$ cat config.mk
export PLATFORM = sky130hd
export DESIGN_NAME = i2c_start_gen
export DESIGN_NICKNAME = d
export VERILOG_FILES = /design/src/rtl/i2cs_pkg.sv /design/src/rtl/i2cs_trig_flag.sv /design/src/rtl/i2cs_timer.sv /design/src/rtl/i2c_start_gen.sv
export SDC_FILE = /design/constraint.sdc
export NUM_CORES = 1
export LEC_CHECK = 0
export BUFFER_PORTS_ARGS = -buffer_cell sky130_fd_sc_hd__buf_2
export CAP_MARGIN = 5
export CORE_AREA = 2 2 39 41
export DETAILED_ROUTE_END_ITERATION = 10
export DIE_AREA = 0 0 41 43
export MAX_ROUTING_LAYER = met4
export PLACE_DENSITY_LB_ADDON = 0.3
export SLEW_MARGIN = 20
export SYNTH_ARGS = -nofsm -noshare
export SYNTH_HDL_FRONTEND = slang
export SYNTH_HIERARCHICAL = 1
export SYNTH_SLANG_ARGS = --single-unit
$ cat constraint.sdc
create_clock -name clk -period 2.65 [get_ports clk]
set_clock_uncertainty 0.05 [all_clocks]
set_input_delay 0.6625 -clock clk [delete_from_list [all_inputs] [get_ports clk]]
set_output_delay 0.6625 -clock clk [all_outputs]
set_load 0.01 [all_outputs]
$ cat src/rtl/i2cs_pkg.sv
package i2cs_pkg;

    typedef enum logic [2:0] {
        ST_IDLE   = 3'd0,
        ST_PEND   = 3'd1,
        ST_RS_SDA = 3'd2,
        ST_RS_SCL = 3'd3,
        ST_HOLD   = 3'd4,
        ST_DONE   = 3'd5
    } seq_state_e;

    typedef struct packed {
        seq_state_e state;
    } seq_regs_t;

endpackage

$ cat src/rtl/i2cs_trig_flag.sv
module i2cs_trig_flag (
    input  logic clk,
    input  logic rst_n,
    input  logic enable,
    input  logic start_wr,
    input  logic stop_wr,
    input  logic cancel,
    input  logic issued,
    output logic flag
);
    logic flag_d, flag_q;

    always_comb begin
        flag_d = flag_q;
        if (enable && start_wr && !stop_wr)
            flag_d = 1'b1;
        if (!enable || cancel || issued)
            flag_d = 1'b0;
    end

    always_ff @(posedge clk or negedge rst_n) begin
        if (!rst_n) flag_q <= 1'b0;
        else        flag_q <= flag_d;
    end

    assign flag = flag_q;
endmodule

$ cat src/rtl/i2cs_timer.sv
module i2cs_timer #(
    parameter int CW = 3
) (
    input  logic          clk,
    input  logic          rst_n,
    input  logic          load,
    input  logic [CW-1:0] load_val,
    output logic          expired
);
    logic [CW-1:0] cnt_d, cnt_q;

    always_comb begin
        cnt_d = cnt_q;
        if (load)
            cnt_d = load_val;
        else if (cnt_q != '0)
            cnt_d = cnt_q - 1'b1;
    end

    always_ff @(posedge clk or negedge rst_n) begin
        if (!rst_n) cnt_q <= '0;
        else        cnt_q <= cnt_d;
    end

    assign expired = (cnt_q == '0);
endmodule

$ cat src/rtl/i2c_start_gen.sv
module i2c_start_gen
    import i2cs_pkg::*;
#(
    parameter int HOLD_CYC  = 5,
    parameter int SETUP_CYC = 4
) (
    input  logic clk,
    input  logic rst_n,
    input  logic enable,
    input  logic start_wr,
    input  logic stop_wr,
    input  logic bus_busy,
    input  logic master_wait,
    input  logic arb_lost,
    input  logic release_bus,
    output logic start_flag,
    output logic sda_low,
    output logic scl_low,
    output logic start_done
);
    localparam int MAXC = (HOLD_CYC > SETUP_CYC) ? HOLD_CYC : SETUP_CYC;
    localparam int CW   = $clog2(MAXC + 1);
    localparam logic [CW-1:0] HOLD_LD  = CW'(HOLD_CYC - 1);
    localparam logic [CW-1:0] SETUP_LD = CW'(SETUP_CYC - 1);

    seq_regs_t     r_d, r_q;
    logic          t_load;
    logic [CW-1:0] t_val;
    logic          t_exp;
    logic          abort;
    logic          issued;

    assign abort  = !enable || arb_lost || release_bus;
    assign issued = (r_q.state == ST_DONE);

    i2cs_trig_flag u_flag (
        .clk      (clk),
        .rst_n    (rst_n),
        .enable   (enable),
        .start_wr (start_wr),
        .stop_wr  (stop_wr),
        .cancel   (arb_lost || release_bus),
        .issued   (issued),
        .flag     (start_flag)
    );

    i2cs_timer #(.CW(CW)) u_timer (
        .clk      (clk),
        .rst_n    (rst_n),
        .load     (t_load),
        .load_val (t_val),
        .expired  (t_exp)
    );

    always_comb begin
        r_d    = r_q;
        t_load = 1'b0;
        t_val  = '0;
        case (r_q.state)
            ST_IDLE: begin
                if (start_flag) begin
                    if (master_wait) begin
                        r_d.state = ST_PEND;
                    end else if (!bus_busy) begin
                        r_d.state = ST_HOLD;
                        t_load    = 1'b1;
                        t_val     = HOLD_LD;
                    end
                end
            end
            ST_PEND: begin
                if (!master_wait) begin
                    r_d.state = ST_RS_SDA;
                    t_load    = 1'b1;
                    t_val     = SETUP_LD;
                end
            end
            ST_RS_SDA: begin
                if (t_exp) begin
                    r_d.state = ST_RS_SCL;
                    t_load    = 1'b1;
                    t_val     = SETUP_LD;
                end
            end
            ST_RS_SCL: begin
                if (t_exp) begin
                    r_d.state = ST_HOLD;
                    t_load    = 1'b1;
                    t_val     = HOLD_LD;
                end
            end
            ST_HOLD: begin
                if (t_exp) r_d.state = ST_DONE;
            end
            ST_DONE: r_d.state = ST_IDLE;
            default: r_d.state = ST_IDLE;
        endcase
        if (abort) r_d.state = ST_IDLE;
    end

    always_ff @(posedge clk or negedge rst_n) begin
        if (!rst_n) r_q <= '{state: ST_IDLE};
        else        r_q <= r_d;
    end

    assign sda_low    = (r_q.state == ST_HOLD) || (r_q.state == ST_DONE);
    assign scl_low    = (r_q.state == ST_RS_SDA) || (r_q.state == ST_DONE);
    assign start_done = issued;
endmodule

# --- Word level (Yosys, flattened, before mapping) ---
# Cells that the tools add are included.
word_totals:
  reg_bits: 7
  input_bits: 9
  wordCells: 59
classes:
  n_addsub: 1
  eq_ne: 11
  n_mux: 26
  reduce_logical: 18
ops:
  columns: ["cell", "count"]
  rows:
  - ["3-bit two-way mux", 14]
  - ["3-bit case mux with 5 select lines", 1]
  - ["3-bit != test, second input constant", 4]
  - ["3-bit case mux with 4 select lines", 1]
  - ["1-bit logical OR", 7]
  - ["1-bit two-way mux", 7]
  - ["3-bit by 2-bit == test with 1-bit output, second input constant", 2]
  - ["3-bit == test, second input constant", 2]
  - ["3-bit logical NOT", 2]
  - ["6-bit AND reduction", 1]
  - ["2-bit two-way mux", 2]
  - ["4-bit != test, second input constant", 1]
  - ["2-bit nonzero test", 2]
  - ["3-bit by 1-bit == test with 1-bit output, second input constant", 1]
  - ["3-bit by 2-bit != test with 1-bit output, second input constant", 1]
  - ["1-bit case mux with 3 select lines", 1]
  - ["3-bit nonzero test", 1]
  - ["3-bit by 1-bit subtractor with 3-bit output, second input constant", 1]
  - ["1-bit logical AND", 2]
  - ["1-bit logical NOT", 2]
  - ["2-bit OR reduction", 1]

# --- Depth between registers and ports, before layout ---
# Gate-level depths: netlist of the first run.
depth:
  depth_word: 5
  ltp_mapped: 8

# --- Hierarchy ---
# Netlist of the first run, hierarchy kept.
by_module_without_submodules:
  columns: ["mod", "instances", "cells_each", "area_per_inst_um2", "seq_area_each_um2"]
  rows:
  - ["i2c_start_gen", 1, 35, 290.3, 75.1]
  - ["i2cs_timer", 1, 21, 200.2, 75.1]
  - ["i2cs_trig_flag", 1, 4, 45.0, 25.0]

# --- Least setup slack after synthesis of the first run ---
# Ideal clock, no wire load.
synth_timing:
  path_kind: "reg-to-output"
  start: "register r_q[0] (netlist bit)"
  end: "output scl_low"
  t_arrival_ns: 0.958
  slack_ns: 0.980
  stages_incl_launch_ff: 4
  n_path_buf: 0
  cell_sequence: "dfrtp_1 > inv_2 > nor3_2 > or2_1"
synth_via:
  elab_chain_cells: 2
synth_lines:
  columns: ["item", "line_no", "rtl"]
  rows:
  - ["start, declared", "i2c_start_gen.sv:26", "seq_regs_t r_d, r_q;"]
  - ["start signal, assigned", "i2c_start_gen.sv:102", "if (!rst_n) r_q <= '{state: ST_IDLE};"]
  - ["start signal, assigned", "i2c_start_gen.sv:103", "else r_q <= r_d;"]
  - ["3-bit == test", null, null]
  - ["named net start_done", "i2c_start_gen.sv:19", "output logic start_done"]
  - ["1-bit logical OR", "i2c_start_gen.sv:107", "assign scl_low = (r_q.state == ST_RS_SDA) || (r_q.state == ST_DONE);"]
  - ["end, declared", "i2c_start_gen.sv:18", "output logic scl_low,"]
# The timed path passes the listed nets, and every way through them passes these cells.

# --- Worst setup path after layout of the first run ---
layout_timing:
  start: "register r_q[2] (netlist bit)"
  end: "output scl_low"
layout_via:
  elab_chain_cells: 2
layout_lines:
  columns: ["item", "line_no"]
  rows:
  - ["3-bit by 2-bit == test with 1-bit output / 3-bit == test (equally long branches)", "i2c_start_gen.sv:107"]
  - ["1-bit logical OR *", "i2c_start_gen.sv:107"]
# Mark *: on every way between the ends. The rest lies on a longest branch, timed or not.

==> out/results.txt, run 1 <==
Status - completed
GRT Total Usage - 15.6%
CTS sink count - 7
Post-layout instance area - 624 um^2
CTS H-tree depth - 1
Post-DP HPWL - 828 um
Yosys top cell area share - 32.7%
Ranking of synthesized cells by area - dfrtp_1, nor2b_1, inv_1, ha_1, a21oi_1
Setup TNS - 0 ns
Critical path capture point type - output pin
Core box area - 0.00138 mm^2
Vias per cell - 4.98
Max-slew headroom - 68.6%
P_int - 0.249 mW
Grt total ovfl - 0
Synthesized area - 536 um^2
Hold WC Path Type - in2async
Final wirelength - 1.01 mm
CTS root buf - clkbuf_4
Reg2reg end - u_timer/cnt_q[0]
Power share of the clock group - 26.9%
# resized after CTS - 0
Arrival @ worst endpoint - 1.35 ns
Post-synthesis cell type count - 30
Utilization after layout - 45.1%
Synth Register Bits - 7
I/O Pins - 13
Post-Syn Area per Cell - 8.93 um^2
Area Overhead vs Synth - 16.6%
Crit path required time - 1.94 ns
Sequential power share - 40.7%
Leakage - 0.309 nW
Final hold viol count - 0
First-pass GRT wire length - 1.71 mm
Tcrit/Tclk final - 77.8%
Finish-stage setup viols - 0
Min cycle time layout - 2.06 ns
Post-route ant nets - 0
DRT Pass-1 Iters - 4
Ys flop type - dfrtp_1
Max frequency - 0.485 GHz
Cells after Synth - 60
Die height - 43 um
Count of pins over their slew limit - 0
Register area share after synthesis - 32.7%
Unrepaired setup endpoints after global routing - no
Die W - 41 um
PD cells - 593 mW/mm^2
Clk slew on worst S/H paths - 0.06 ns
FF-to-FF Start - u_timer/cnt_q[0]
Maximum number of pins on one net before global-route repair - 11
Crit Path Category - reg2out
Layout cells sized above 1 - 29.7%
Startpoint types - register
Reg2Reg Depth - 8
R2r setup slk - 0.72 ns
NetSw - 0.121 mW
Gp weighted congestion - 0.768
Fin nets - 86
Via Count - 448
Syn_nets - 71
EDFF count, synth - 0
Synth Warn # - 6
Worst-case clock buffer depth - 2
Die ar. - 0.00176 mm^2
Post-detailed-route DRC marker count - 0
Post-CTS setup buffers - 0
Number of global-route vias before repair - 437
Initial antenna violation count - 0
Wire length per cell - 11.3 um
Pre-CTS setup slack - 0.683 ns
Gate power share - 32.4%
Cell taking the most area after synthesis - dfrtp_1
Crit path max fanout - 8
Fillers - 153
Switching share of total power - 32.6%
Iteration-0 DRC Markers - 10
PortBufs - 12
N_diodes - 0
VDD IR-drop max - 0.270 mV
Worst slew pin tran - 0.470 ns
Post-synthesis async set-or-reset flop share - 100%
Max-cap violation count - 0
Post-DP Area - 597 um^2
Clk_lat worst skew - 0.25 ns
Row count - 14
Starting Density - 38.7%
CTS tree - yes
# hold bufs at CTS - 0
Total CTS buffers - 3
Final setup margin - 0.587 ns
-- power by group through the flow --
stage	clock [mW]	combinational (mW)	sequential, mW
after CTS	0.104	0.122	0.151
after global placement	0	0.122	0.153
after global routing	0.115	0.139	0.153
after floorplan	0	0.0949	0.148
final	0.0996	0.120	0.151
after detailed placement	0	0.122	0.152
-- synthesized netlist by cell type, drive strengths merged, types with 2 or more instances --
cell type,n
ha,2
buf,2
nor2b,6
a21oi,4
nand2b,2
dfrtp,7
nor2,3
nand3b,3
a31oi,2
nor4b,2
nand2,5
inv,8
nand3,2
-- logic make-up (layout without fill, tap and decap cells) --
family / count (synthesis) / in the layout / share of synthesized area [%]
simple gates: 27 / 27 / 34.3
fa+ha+maj: 2 / 2 / 4.67
compound gates: 14 / 14 / 19.2
buf+inv: 10 / 24 / 9.11
flops: 7 / 7 / 32.7
-- registers in the layout, indices dropped and copies added (netlist names) --
name           cells
r_q                3
u_flag/flag        1
u_timer/cnt_q      3
-- layer usage --
metal	part of all wire, %	GRT usage, %	vias to the layer above
met5	0	-	-
met4	1.4	10.0	0
met3	4.6	6.28	2
met2	48	22.8	11
met1	45	16.5	199
li1	-	-	236
-- stage by stage --
stage	total power [mW]	cells	hold WS, ns
3_3_place_gp	0.275	86	0.460
5_1_grt	0.408	90	0.170
4_1_cts	0.376	90	0.184
3_5_place_dp	0.273	86	0.463
2_1_floorplan	0.243	60	0.317
6_report	0.370	90	0.181
-- worst max-delay path by stage --
stage | slack, ns | to | cells after the start | from
final | 0.59 | scl_low | 4 | r_q[2]
after CTS | 0.58 | scl_low | 4 | r_q[2]
after detailed placement | 0.68 | u_timer/cnt_q[0] | 6 | master_wait
after floorplan | 0.98 | scl_low | 3 | r_q[0]
after global routing | 0.48 | scl_low | 4 | r_q[2]
after global placement | 0.73 | u_timer/cnt_q[0] | 6 | master_wait
-- cell usage in the layout (no fill, tap or decap), drive strengths merged --
| cell | n |
|---|---|
| a31oi | 2 |
| o2111ai | 1 |
| nand2b | 2 |
| or3b | 1 |
| a2bb2oi | 1 |
| nor4b | 2 |
| nand2 | 5 |
| a21oi | 4 |
| or2 | 1 |
| a221oi | 1 |
| nor3 | 1 |
| nand3b | 3 |
| and3 | 1 |
| o211a | 1 |
| inv | 8 |
| a211oi | 1 |
| nor2b | 6 |
| a311oi | 1 |
| clkbuf | 3 |
| clkinv | 1 |
| nor2 | 3 |
| buf | 12 |
| o21ai | 1 |
| nand3 | 2 |
| a21o | 1 |
| dfrtp | 7 |
| ha | 2 |
-- cell type report --
| cell class | instances | area [um^2] | share of cell area [%] |
|---|---|---|---|
| repair buffers | 12 | 60.1 | 9.62 |
| well taps | 16 | 20.0 | 3.21 |
| inverters | 8 | 30.0 | 4.81 |
| clock buffers | 3 | 22.5 | 3.61 |
| multi-input cells | 43 | 312 | 49.9 |
| flip-flops and latches | 7 | 175 | 28.1 |
| clock inverters | 1 | 5.00 | 0.802 |
-- critical path: stages (launching register included) --
cell and delay [ns]:
dfrtp_1 0.48, inv_1 0.12, and3_1 0.18, or2_1 0.19, buf_2 0.13
(Power assumes the default switching activity.)
==> inputs of run 2 (changes only) <==
==> constraint.sdc (replaced) <==
create_clock -name clk -period 1.8 [get_ports clk]
set_clock_uncertainty 0.05 [all_clocks]
set_input_delay 0.45 -clock clk [delete_from_list [all_inputs] [get_ports clk]]
set_output_delay 0.45 -clock clk [all_outputs]
set_load 0.01 [all_outputs]
==> run 2 against run 1 <==
  * Design area up 12%
  * Via count up 9.2%
  * Worst hold slack better by 0.22 ns
  * Sequential power up 52%
  * Sequential share of layout area down 2.7 points
  * First-iteration DRC count down 20%
  * Critical path type is now reg2reg
  * Setup slack worse by 0.49 ns
  * Combinational power up 110%
  * Critical path depth up 5
  * Count of clock-buffer cells in the layout up 1
  * Die area unchanged
  * Register-to-register slack worse by 0.62 ns
==> out/results.txt, run 2 (same netlist as run 1, synthesis figures left out) <==
Status - completed
CP top delay family - simple AND/OR/NAND/NOR gates
Area Overhead vs Synth - 31.1%
DRT Pass-1 Iters - 4 (unchanged)
Worst-case clock buffer depth - 2 (unchanged)
Final wirelength - 1.16 mm (+15%)
Hold WC Path Type - in2reg
Via Count - 489 (+9.2%)
Maximum number of pins on one net before global-route repair - 11 (unchanged)
Setup TNS - 0 ns (unchanged)
Critical path capture point type - register
Clk slew on worst S/H paths - 0.05 ns (about the same)
Max-slew headroom - 76.3% (+7.6 points)
CTS tree - yes
Placed Cells - 88 (+2.3%)
CP max stage delay - 0.36 ns (-0.12 ns)
VDD IR-drop max - 0.951 mV (+250%)
N_diodes - 0 (unchanged)
CTS H-tree depth - 1 (unchanged)
CTS sink count - 7 (unchanged)
Vias per cell - 5.09 (+2.3%)
Crit-path cells - inv_1 -> ha_2 -> nand2b_4 -> inv_2 -> nand2_1 -> a21oi_1 -> buf_4 -> nor4b_1 -> a221oi_2
CTS root buf - clkbuf_4
I/O Pins - 13 (unchanged)
Grt total ovfl - 0 (unchanged)
Crit path required time - 1.86 ns (-0.08 ns)
Post-DP HPWL - 895 um (+8.1%)
Die ar. - 0.00176 mm^2 (unchanged)
PortBufs - 12 (unchanged)
First-pass GRT wire length - 1.68 mm (-1.6%)
Die height - 43 um (unchanged)
Crit path max fanout - 7 (-1)
Starting Density - 38.7% (unchanged)
Max-cap violation count - 0 (unchanged)
Gp weighted congestion - 0.708 (-7.7%)
Max frequency - 0.587 GHz
Unrepaired setup endpoints after global routing - no
Row count - 14 (unchanged)
GRT Total Usage - 15.0% (-0.53 points)
Total CTS buffers - 3 (unchanged)
Count of pins over their slew limit - 0 (unchanged)
Core box area - 0.00138 mm^2 (unchanged)
Die W - 41 um (unchanged)
Post-route ant nets - 0 (unchanged)
Finish-stage setup viols - 0 (unchanged)
Crit path buffers/inverters - 3 (+1)
Commonest non-fill, non-tap cell in the layout - buf_2
Most frequent cells in the layout - buf_2, inv_1
Worst slew pin tran - 0.351 ns (-0.119 ns)
Startpoint types - register
Final cell count without fillers - 96 (+6.7%)
Iteration-0 DRC Markers - 8 (-2)
Post-layout instance area - 702 um^2 (+12%)
Initial antenna violation count - 0 (unchanged)
Crit Path Category - reg2reg
Post-DP Area - 612 um^2 (+2.5%)
Number of global-route vias before repair - 457 (+4.6%)
Layout cells sized above 1 - 42.5% (+13 points)
Clk_lat worst skew - 0.25 ns (about the same)
Min cycle time layout - 1.70 ns
Post-detailed-route DRC marker count - 0 (unchanged)
Fillers - 141 (-7.8%)
Final hold viol count - 0 (unchanged)
Arrival @ worst endpoint - 1.76 ns (+0.41 ns)
Final setup margin - 0.0966 ns (-0.491 ns)
Wire length per cell - 12.1 um (+7.4%)
Fin nets - 92 (+7.0%)
Leakage - 0.339 nW (+9.6%)
Tcrit/Tclk final - 94.6%
PD cells - 889 mW/mm^2 (+50%)
Slowest CP cell - dfrtp_1
Pre-CTS setup slack - 0.0129 ns (-0.670 ns)
-- run 2: changes by cell type in the layout (fill, tap and decap cells not counted), sizes merged --
cell,before,now
buf,12,17
clkbuf,3,4
clkinv,1,0
dlygate4sd3,0,1
-- run 2: what timing repair did --
item | CTS | global route
gates resized for setup | 1 | 7
endpoints found under the setup margin | 2 | 5
endpoints found under the hold margin | 7 | 0
setup buffers | 0 | 3
hold buffers | 1 | 0
-- run 2: worst paths after layout --
kind,slack (ns),end,cells past startpoint,from
max,0.1,u_timer/cnt_q[0],9,u_timer/cnt_q[1]
min,0.40,u_flag/flag,2,enable
max reg2reg,0.1,u_timer/cnt_q[0],9,u_timer/cnt_q[1]
min reg2reg,0.52,r_q[1],2,r_q[2]
max in group asynchronous,1.03,r_q[1],2,rst_n
min in group asynchronous,0.51,r_q[2],2,rst_n
-- run 2: worst register-to-register path, delay by kind of cell, from the launching register on --
kind                       cells  cell delay [ns]
AOI/OAI and AO/OA              2             0.12
buffers and inverters          3             0.29
DFF                            1             0.36
adders and majority gates      1             0.21
and+or+nand+nor                3             0.54
-- run 2: layout make-up --
class / count / area, um^2 / area share [%]
Multi-Input combinational cell: 43 / 340 / 48.5
Sequential cell: 7 / 178 / 25.3
Timing Repair Buffer: 18 / 108 / 15.3
Inverter: 8 / 30.0 / 4.28
Clock buffer: 4 / 26.3 / 3.74
Tap cell: 16 / 20.0 / 2.85
-- run 2: routing by layer --
layer,GRT usage (%),share of wire [%],up-vias
met5,-,0,-
met3,6.28,4.8,0
met1,13.5,38,223
met4,8.00,0,0
li1,-,-,250
met2,25.0,57,16
-- run 2: metrics by stage --
stage               util (%)  hold WS (ns)  power, mW
finish                  50.7         0.397      0.624
global route            50.7         0.387      0.670
CTS                     46.9         0.386      0.557
detailed placement      44.2         0.236      0.413
global placement        44.2         0.237      0.404
floorplan                  -         0.104      0.357
-- run 2: report_power, final --
group / internal, mW / switching [mW] / total, mW
Clock: 0.0843 / 0.0537 / 0.138
Sequential: 0.195 / 0.0335 / 0.229
Combinational: 0.135 / 0.123 / 0.258
==> inputs of run 3 (changes only) <==
--- a/config.mk
+++ b/config.mk
@@ -10,8 +10,10 @@
 export CORE_AREA = 2 2 39 41
 export DETAILED_ROUTE_END_ITERATION = 10
 export DIE_AREA = 0 0 41 43
+export GPL_TIMING_DRIVEN = 0
 export MAX_ROUTING_LAYER = met4
 export PLACE_DENSITY_LB_ADDON = 0.3
+export RECOVER_POWER = 100
 export SLEW_MARGIN = 20
 export SYNTH_ARGS = -nofsm -noshare
 export SYNTH_HDL_FRONTEND = slang
==> run 3 against run 2 <==
  * Die area unchanged
  * Setup slack got worse by 0.049 ns
  * Count of clock-buffer cells in the layout unchanged
  * Wire length increased by 11%
  * Clock power increased by 11%
  * Utilization increased by 1.5 points
  * Total power decreased by 7.8%
  * Via count increased by 8.6%
  * Sequential share of layout area decreased by 0.92 points
  * Largest cell class unchanged
  * Flip-flop and latch count unchanged
  * Register-to-register slack got worse by 0.04 ns
==> out/results.txt, run 3 (same netlist as run 1, synthesis figures left out) <==
Finish-stage setup viols - 0 (unchanged)
Status - completed
CTS sink count - 7 (unchanged)
Post-route ant nets - 0 (unchanged)
Via Count - 531 (+8.6%)
Crit-path cells - inv_2 -> and3_1 -> or2_1 -> buf_2
CTS H-tree depth - 1 (unchanged)
Clk_lat worst skew - 0.26 ns (about the same)
Overall Power - 0.576 mW (-7.8%)
Maximum number of pins on one net before global-route repair - 11 (unchanged)
Max frequency - 0.571 GHz (-2.8%)
Most frequent cells in the layout - buf_2, dfrtp_1, buf_4
Number of global-route vias before repair - 469 (+2.6%)
Critical path capture point type - output pin
Die W - 41 um (unchanged)
Final setup margin - 0.0473 ns (-0.0494 ns)
Worst Hold Slack - 0.392 ns (-0.00471 ns)
Grt total ovfl - 0 (unchanged)
Fin nets - 95 (+3.3%)
Worst-case clock buffer depth - 2 (unchanged)
CTS tree - yes
Crit Path Category - reg2out
Leakage - 0.348 nW (+2.8%)
Crit path required time - 1.30 ns (-0.56 ns)
Wire length per cell - 13.0 um (+7.8%)
Min cycle time layout - 1.75 ns (+0.0494 ns)
Count of pins over their slew limit - 0 (unchanged)
Final wirelength - 1.29 mm (+11%)
Fillers - 130 (-7.8%)
Tcrit/Tclk final - 97.4% (+2.7 points)
Iteration-0 DRC Markers - 9 (+1)
Startpoint types - register
GRT Total Usage - 16.8% (+1.8 points)
Max-slew headroom - 71.7% (-4.6 points)
Gp weighted congestion - 0.737 (+4.1%)
Area Overhead vs Synth - 35.0%
DRT Pass-1 Iters - 4 (unchanged)
PortBufs - 12 (unchanged)
CP startpoint - r_q[0]
Starting Density - 38.7% (unchanged)
PD cells - 796 mW/mm^2 (-11%)
Post-detailed-route DRC marker count - 0 (unchanged)
Utilization after layout - 52.3% (+1.5 points)
Arrival @ worst endpoint - 1.25 ns (-0.51 ns)
First-pass GRT wire length - 1.96 mm (+16%)
VDD IR-drop max - 0.470 mV (-51%)
FF-to-FF Start - u_timer/cnt_q[0]
Final hold viol count - 0 (unchanged)
Worst slew pin tran - 0.425 ns (+0.0743 ns)
I/O Pins - 13 (unchanged)
Row count - 14 (unchanged)
Commonest non-fill, non-tap cell in the layout - buf_2
Hold path start - enable
Initial antenna violation count - 0 (unchanged)
Layout cells sized above 1 - 42.2% (-0.33 points)
Post-DP HPWL - 915 um (+2.3%)
Crit path max fanout - 8 (+1)
Core box area - 0.00138 mm^2 (unchanged)
Total CTS buffers - 3 (unchanged)
CTS root buf - clkbuf_4
Hold WC Path Type - in2reg
Max-cap violation count - 0 (unchanged)
Slowest CP cell - dfrtp_2
CP max stage delay - 0.43 ns (+0.07 ns)
Vias per cell - 5.36 (+5.3%)
Die height - 43 um (unchanged)
Clk slew on worst S/H paths - 0.06 ns (about the same)
N_diodes - 0 (unchanged)
Pre-CTS setup slack - -0.141 ns (-0.154 ns)
Die ar. - 0.00176 mm^2 (unchanged)
## run 3: stage by stage
step / cell area, um^2 / TNS [ns] / std cells
after floorplan: 536 / 0 / 60
after global placement: 616 / -0.110 / 88
after detailed placement: 616 / -0.311 / 88
after CTS: 676 / 0 / 94
after global routing: 723 / -0.0542 / 99
final: 723 / 0 / 99
## run 3: layer usage
layer,vias to the layer above,global-route usage [%],share of wire (%)
li1,256,-,-
met2,25,27.2,54
met3,4,3.14,6.1
met5,-,-,0
met1,246,17.9,38
met4,0,10.0,2.2
## run 3: cell type report
cell class,count,area [um^2],area share (%)
multi-input combinational,43,334,46.2
sequential,7,176,24.4
timing repair buffer,19,114,15.7
inverter,8,30.0,4.15
clock buffer,4,26.3,3.63
buffer,2,22.5,3.11
tap,16,20.0,2.77
## run 3: path summary, 6_finish.rpt
path,to,slack (ns),cells after the start
max,scl_low,0.05,4
min,u_flag/flag,0.39,2
max reg2reg,u_timer/cnt_q[1],0.06,8
min reg2reg,u_timer/cnt_q[2],0.57,2
max in group asynchronous,r_q[0],0.80,2
min in group asynchronous,u_timer/cnt_q[2],0.58,2
## run 3: power by group
group | internal (mW) | switching (mW) | leakage [nW]
clock | 0.0853 | 0.0680 | 0.0150
sequential | 0.195 | 0.0333 | 0.0895
combinational | 0.0968 | 0.0974 | 0.244
## run 3: what timing repair did
item / CTS / global route
hold endpoints to repair: 7 / 0
setup endpoints to repair: 4 / 4
resized for setup: 4 / 6
hold buffers: 1 / 0
buffers inserted: 1 / 5
cloned: 0 / 0
pin swaps: 0 / 2
## run 3: critical path, delay by kind of cell, from the launching register on
family	cells	cell delay [ns]
AND/OR/NAND/NOR	2	0.34
flip-flops	1	0.43
buffers and inverters	2	0.22
